$ cat src/rtl/scan_port_pkg.sv
// Package: shared controller state type, instruction codes and the
// data path selector for the boundary scan test port.
// Assumes: a three-bit instruction register.
package scan_port_pkg;

    localparam int IR_W = 3;

    typedef enum logic [3:0] {
        ST_RESET,   ST_IDLE,
        ST_SEL_DR,  ST_CAP_DR, ST_SH_DR, ST_EX1_DR, ST_PAU_DR, ST_EX2_DR, ST_UPD_DR,
        ST_SEL_IR,  ST_CAP_IR, ST_SH_IR, ST_EX1_IR, ST_PAU_IR, ST_EX2_IR, ST_UPD_IR
    } tap_state_e;

    localparam logic [IR_W-1:0] OP_EXTEST  = 3'b000;
    localparam logic [IR_W-1:0] OP_IDENT   = 3'b001;
    localparam logic [IR_W-1:0] OP_SAMPLEZ = 3'b010;
    localparam logic [IR_W-1:0] OP_SAMPLE  = 3'b100;
    localparam logic [IR_W-1:0] OP_BYPASS  = 3'b111;
    localparam logic [IR_W-1:0] IR_CAPTURE = 3'b001;

    typedef enum logic [1:0] {
        PATH_BYPASS,
        PATH_IDENT,
        PATH_RING
    } dr_path_e;

    // Maps an instruction to the data register it selects; reserved codes bypass.
    function automatic dr_path_e decode_op(input logic [IR_W-1:0] op);
        case (op)
            OP_EXTEST, OP_SAMPLEZ, OP_SAMPLE: decode_op = PATH_RING;
            OP_IDENT:                         decode_op = PATH_IDENT;
            default:                          decode_op = PATH_BYPASS;
        endcase
    endfunction

endpackage

$ cat src/rtl/scan_port_ctrl.sv
// Module: sixteen-state test port controller.
// Walks the standard state graph on rising tck, steered by tms.
// Assumes: rst_n is asynchronous and puts the controller in ST_RESET.
module scan_port_ctrl
    import scan_port_pkg::*;
(
    input  logic       tck,
    input  logic       rst_n,
    input  logic       tms,
    output tap_state_e state
);

    tap_state_e nxt;

    // Next state from the current state and tms.
    always_comb begin
        case (state)
            ST_RESET:  nxt = tms ? ST_RESET  : ST_IDLE;
            ST_IDLE:   nxt = tms ? ST_SEL_DR : ST_IDLE;
            ST_SEL_DR: nxt = tms ? ST_SEL_IR : ST_CAP_DR;
            ST_CAP_DR: nxt = tms ? ST_EX1_DR : ST_SH_DR;
            ST_SH_DR:  nxt = tms ? ST_EX1_DR : ST_SH_DR;
            ST_EX1_DR: nxt = tms ? ST_UPD_DR : ST_PAU_DR;
            ST_PAU_DR: nxt = tms ? ST_EX2_DR : ST_PAU_DR;
            ST_EX2_DR: nxt = tms ? ST_UPD_DR : ST_SH_DR;
            ST_UPD_DR: nxt = tms ? ST_SEL_DR : ST_IDLE;
            ST_SEL_IR: nxt = tms ? ST_RESET  : ST_CAP_IR;
            ST_CAP_IR: nxt = tms ? ST_EX1_IR : ST_SH_IR;
            ST_SH_IR:  nxt = tms ? ST_EX1_IR : ST_SH_IR;
            ST_EX1_IR: nxt = tms ? ST_UPD_IR : ST_PAU_IR;
            ST_PAU_IR: nxt = tms ? ST_EX2_IR : ST_PAU_IR;
            ST_EX2_IR: nxt = tms ? ST_UPD_IR : ST_SH_IR;
            ST_UPD_IR: nxt = tms ? ST_SEL_DR : ST_IDLE;
            default:   nxt = ST_RESET;
        endcase
    end

    // State register with asynchronous power-on reset.
    always_ff @(posedge tck or negedge rst_n) begin
        if (!rst_n) state <= ST_RESET;
        else        state <= nxt;
    end

endmodule

$ cat src/rtl/scan_port_ir.sv
// Module: instruction register with a shift stage and an active stage.
// The shift stage captures 001 and shifts LSB first. The active stage
// changes only in Update-IR, or falls back to the identification code in reset.
// Assumes: the strobes are one-hot decodes of the controller state.
module scan_port_ir
    import scan_port_pkg::*;
(
    input  logic            tck,
    input  logic            rst_n,
    input  logic            tdi,
    input  logic            in_reset,
    input  logic            cap_ir,
    input  logic            sh_ir,
    input  logic            upd_ir,
    output logic [IR_W-1:0] ir_shift,
    output logic [IR_W-1:0] ir_active,
    output dr_path_e        path
);

    // Shift stage: capture the fixed pattern, or shift tdi in at the MSB.
    always_ff @(posedge tck or negedge rst_n) begin
        if (!rst_n)     ir_shift <= IR_CAPTURE;
        else if (cap_ir) ir_shift <= IR_CAPTURE;
        else if (sh_ir)  ir_shift <= {tdi, ir_shift[IR_W-1:1]};
    end

    // Active stage: identification after reset, new code on update.
    always_ff @(posedge tck or negedge rst_n) begin
        if (!rst_n)       ir_active <= OP_IDENT;
        else if (in_reset) ir_active <= OP_IDENT;
        else if (upd_ir)   ir_active <= ir_shift;
    end

    // Data path selected by the active instruction.
    always_comb path = decode_op(ir_active);

endmodule

$ cat src/rtl/scan_port_dr.sv
// Module: data registers: the bypass bit, the identification shifter
// and the boundary chain with its update latch. Only the register that
// the path selects captures, shifts or updates.
// Assumes: ID_VALUE bit 0 is 1; RING_W >= 1.
module scan_port_dr
    import scan_port_pkg::*;
#(
    parameter int          RING_W   = 16,
    parameter logic [31:0] ID_VALUE = 32'h0000_0001
) (
    input  logic              tck,
    input  logic              rst_n,
    input  logic              tdi,
    input  logic              cap_dr,
    input  logic              sh_dr,
    input  logic              upd_dr,
    input  dr_path_e          path,
    input  logic [RING_W-1:0] ring_in,
    output logic [RING_W-1:0] ring_out,
    output logic              byp_bit,
    output logic              dr_lsb
);

    localparam int ID_W = 32;

    logic [ID_W-1:0]   id_sh;
    logic [RING_W-1:0] ring_sh;

    if (ID_VALUE[0] != 1'b1) begin : g_bad_id
        $error("ID_VALUE bit 0 must be 1");
    end

    // Bypass bit: cleared on capture, otherwise a one-stage delay.
    always_ff @(posedge tck or negedge rst_n) begin
        if (!rst_n) byp_bit <= 1'b0;
        else if (path == PATH_BYPASS) begin
            if (cap_dr)     byp_bit <= 1'b0;
            else if (sh_dr) byp_bit <= tdi;
        end
    end

    // Identification shifter: load the fixed value, shift LSB first.
    always_ff @(posedge tck or negedge rst_n) begin
        if (!rst_n) id_sh <= ID_VALUE;
        else if (path == PATH_IDENT) begin
            if (cap_dr)     id_sh <= ID_VALUE;
            else if (sh_dr) id_sh <= {tdi, id_sh[ID_W-1:1]};
        end
    end

    // Boundary chain: capture the ring, shift LSB first.
    always_ff @(posedge tck or negedge rst_n) begin
        if (!rst_n) ring_sh <= '0;
        else if (path == PATH_RING) begin
            if (cap_dr) ring_sh <= ring_in;
            else if (sh_dr) begin
                if (RING_W == 1) ring_sh[RING_W-1] <= tdi;
                else             ring_sh <= {tdi, ring_sh[RING_W-1:1]};
            end
        end
    end

    // Boundary update latch: written in Update-DR under a boundary instruction.
    always_ff @(posedge tck or negedge rst_n) begin
        if (!rst_n)                          ring_out <= '0;
        else if (upd_dr && path == PATH_RING) ring_out <= ring_sh;
    end

    // Serial output of the selected register.
    always_comb begin
        case (path)
            PATH_IDENT: dr_lsb = id_sh[0];
            PATH_RING:  dr_lsb = ring_sh[0];
            default:    dr_lsb = byp_bit;
        endcase
    end

endmodule

$ cat src/rtl/scan_port.sv
// Module: top of the boundary scan test port. Joins the controller,
// the instruction register and the data registers, and re-times the
// serial output and its enable on the falling edge of tck.
// Assumes: rst_n is an asynchronous power-on reset; pad drivers sit outside.
module scan_port
    import scan_port_pkg::*;
#(
    parameter int          RING_W   = 16,
    parameter logic [31:0] ID_VALUE = 32'h0000_0001
) (
    input  logic              tck,
    input  logic              rst_n,
    input  logic              tms,
    input  logic              tdi,
    output logic              tdo,
    output logic              tdo_oe,
    input  logic [RING_W-1:0] ring_in,
    output logic [RING_W-1:0] ring_out
);

    tap_state_e      state;
    logic [IR_W-1:0] ir_shift;
    logic [IR_W-1:0] ir_active;
    dr_path_e        path;
    logic            bypass_bit;
    logic            dr_lsb;

    scan_port_ctrl u_ctrl (
        .tck   (tck),
        .rst_n (rst_n),
        .tms   (tms),
        .state (state)
    );

    scan_port_ir u_ir (
        .tck       (tck),
        .rst_n     (rst_n),
        .tdi       (tdi),
        .in_reset  (state == ST_RESET),
        .cap_ir    (state == ST_CAP_IR),
        .sh_ir     (state == ST_SH_IR),
        .upd_ir    (state == ST_UPD_IR),
        .ir_shift  (ir_shift),
        .ir_active (ir_active),
        .path      (path)
    );

    scan_port_dr #(
        .RING_W   (RING_W),
        .ID_VALUE (ID_VALUE)
    ) u_dr (
        .tck      (tck),
        .rst_n    (rst_n),
        .tdi      (tdi),
        .cap_dr   (state == ST_CAP_DR),
        .sh_dr    (state == ST_SH_DR),
        .upd_dr   (state == ST_UPD_DR),
        .path     (path),
        .ring_in  (ring_in),
        .ring_out (ring_out),
        .byp_bit  (bypass_bit),
        .dr_lsb   (dr_lsb)
    );

    // Falling-edge output stage: enable in the shift states, present the selected LSB.
    always_ff @(negedge tck or negedge rst_n) begin
        if (!rst_n) begin
            tdo    <= 1'b0;
            tdo_oe <= 1'b0;
        end else begin
            tdo_oe <= (state == ST_SH_IR) || (state == ST_SH_DR);
            if (state == ST_SH_IR)      tdo <= ir_shift[0];
            else if (state == ST_SH_DR) tdo <= dr_lsb;
            else                        tdo <= 1'b0;
        end
    end

endmodule

$ cat config.mk
export PLATFORM = sky130hd
export DESIGN_NAME = scan_port
export DESIGN_NICKNAME = d
export VERILOG_FILES = /design/src/rtl/scan_port_pkg.sv /design/src/rtl/scan_port_ctrl.sv /design/src/rtl/scan_port_ir.sv /design/src/rtl/scan_port_dr.sv /design/src/rtl/scan_port.sv
export SDC_FILE = /design/constraint.sdc
export NUM_CORES = 1
export LEC_CHECK = 0
export ABC_CLOCK_PERIOD_IN_PS = 5600
export CAP_MARGIN = 25
export CORE_MARGIN = 2
export CORE_UTILIZATION = 40
export CTS_CLUSTER_SIZE = 25
export DETAILED_ROUTE_END_ITERATION = 10
export SLEW_MARGIN = 10
export SYNTH_ARGS = -nofsm -noshare
export SYNTH_HDL_FRONTEND = slang
export SYNTH_SLANG_ARGS = --single-unit
$ cat constraint.sdc
create_clock -name tck -period 5.6 [get_ports tck]
set_clock_uncertainty 0.1 [all_clocks]
set_input_delay 0.84 -clock tck [delete_from_list [all_inputs] [get_ports tck]]
set_output_delay 0.84 -clock tck [all_outputs]
set_load 0.01 [all_outputs]
==> results.md <==
- DR WL/cell: 13.2 um
- Max-Cap Viols: 0
- # rows: 33
- CTS max path bufs: 2
- PD cells: 466 mW/mm2
- Post-CTS Hold Buffers: 0
- Die area: approximately 0.0093 mm2
- Crit path DAT: 4.05 ns
- Asr flop ratio synth: 100%
- PostCTS Resize Cnt: 0
- Peak supply drop: slightly below 0.2 mV
- Max FO, Critical Path: 1
- Yosys cell types: 42
- TNS Setup: 0 ns
- Initial Utilization: about two fifths
- Syn_nets: 365
- LEAKAGE: 1.82 nW
- Commonest non-fill, non-tap cell in the layout: nand2_1
- Share of layout cells above drive strength 1: 8.27%
- Area leader, netlist: dfrtp_1
- Critical path capture point type: primary output
- Placed Cells: ~460
- Number of CTS-inserted buffers: 9
- First-pass GRT wire length: around 11 mm
- Min-delay worst type: in2async
- Seq/Total Area, Yosys: 56.2%
- Area contributors post-synth: dfrtp_1, nand2_1, o21ai_1, mux2_1, mux2i_1
- Number of setup violations in the final report: 0
- Delay-heaviest family, CP: buffers and inverters
- Routability congestion estimate: between 0.8 and 0.9
- Reg-to-reg setup timing slack: roughly 0.86 ns
- GR Overflow Total: 0
- Final hold viol count: 0
- Max-slew violations: 0
- Placeable Area: between 0.008 and 0.009 mm2
- Pin count of the biggest net entering global routing: 65
- Clk_lat worst skew: approximately 0.34 ns
- Die X: 96.7 um
- CTS H-tree depth: 3
- Reg clk slew, reported paths: 0.08 ns
- Area delta synth->final: 21.1%
- Cell breakdown of the critical path: clkdlybuf4s50_1
- Mapped Cells: between 300 and 400
- I/O pin cnt: 38
- Initial antenna violation count: 0
- Final ANT Viol Nets: 0
- DRT Wirelength: roughly 6.4 mm
- Clk sinks: 77
- Relative slew slack: between 40% and 50%
- CP startpoint kind: flop
- Measured slew at the worst slew-check pin: 0.756 ns
- Post-synth EDFFs: 0
- Status: complete, no violations
- Most frequent cells in the layout: nand2_1, dfrtp_1, o21ai_1
- Seq cells post-synth: 77
- Crit path kind: reg2out
- Antenna Cells: 0
- Critical path's slowest cell: clkdlybuf4s50_1
- Vias in the first global route: around 2400
- Cell Count, Final, Fillers Out: 480
- Post-Syn Area: approximately 0.0034 mm2
- TritonCTS clock tree: done
- 1st-iter DRT viols: ~120
- CTS root buf: clkbuf_8
- Chip height: approximately 97 um
- Synth Flop Type: dfrtp_1
- Detailed-route via count: ~2400
- Final core utilization: 50.4%
- WP buf/inv: 1
- Synth Area per Inst: between 10 and 15 um2
- TritonRoute pass-1 iters: 4
- Fin nets: a little under 400
- Ys Warns: 0
- Setup Fix Bufs, Post-CTS: 0
- Vias/cell: slightly below 5
- Drt drc: 0
- Port Buffer Count: 37
- Yosys top cell area share: 52.5%
- Crit-path max cell delay: approximately 0.53 ns
- GRT Resource Usage Total: between 10 and 15%
- Unrepaired setup endpoints after global routing: no
- Post-DP HPWL: slightly above 4 mm
- Critical Path RT: about 4.7 ns
[cell type report]
class                   count  area [um2]
fillers                   779        4100
flip-flops and latches     77        1930
multi-input cells         235        1380
repair buffers             42         433
clock inverters             7         138
well taps                 105         131
clock buffers               9         124
inverters                   5        18.8
[kinds of logic after synthesis]
| group | after synthesis | synth area share (%) |
|---|---|---|
| mux | 33 | 10.2 |
| simple gates | 119 | 15.3 |
| xor+xnor | 1 | 0.255 |
| flops | 77 | 56.2 |
| fa+ha+maj | 3 | 1.09 |
| compound gates | 79 | 12.6 |
| buf+inv | 30 | 4.26 |
[final timing paths]
check / cells after the start / start / end
setup / recovery: 1 / tdo / tdo
hold / removal: 1 / rst_n / u_dr.ring_out[1]
setup reg to reg: 6 / u_ir.ir_active[0] / tdo
hold reg to reg: 2 / u_dr.id_sh[0] / u_dr.id_sh[0]
max in group asynchronous: 1 / rst_n / tdo
min in group tck: 2 / u_dr.id_sh[0] / u_dr.id_sh[0]
[registers in the layout (all words and copies together), names as in the netlist]
register and count:
u_dr.byp_bit 1, u_dr.id_sh 32, u_ctrl.state 4, u_ir.ir_shift 3, tdo 1, u_dr.ring_sh 16
tdo_oe 1, u_dr.ring_out 16, u_ir.ir_active 3
[per-stage QoR]
stage	power, W	worst slack (ns)	hold WS [ns]	area (um2)
floorplan	0.00125	0.973	0.343	3430
global placement	0.00139	0.907	0.362	3850
detailed placement	0.00141	0.895	0.369	3870
CTS	0.00195	0.594	0.242	4130
global route	0.00209	0.561	0.245	4160
finish	0.00194	0.609	0.249	4160
[power by group]
part	switching (W)	internal (W)	total, W
clock network	0.000199	0.000339	0.000538
registers	0.000153	0.000697	0.000849
logic	0.000300	0.000251	0.000551
total	0.000652	0.00129	0.00194
[synth_stat cells, types with 5 or more instances]
cell,instances
nand2_1,90
dfrtp_1,72
o21ai_1,49
mux2_1,16
mux2i_1,16
buf_2,12
a21oi_1,10
nor2_1,9
clkbuf_1,8
o21ai_0,6
inv_1,5
o22ai_1,5
[layer usage]
| metal | GRT usage (%) | part of all wire, % | vias to the layer above |
|---|---|---|---|
| li1 | - | - | 1213 |
| met1 | 19.2 | 49 | 1126 |
| met2 | 22.6 | 46 | 41 |
| met3 | 4.05 | 3.8 | 5 |
| met4 | 5.85 | 0.87 | 0 |
| met5 | 0 | 0 | - |
Note: power is estimated with default switching activity, not from simulation.
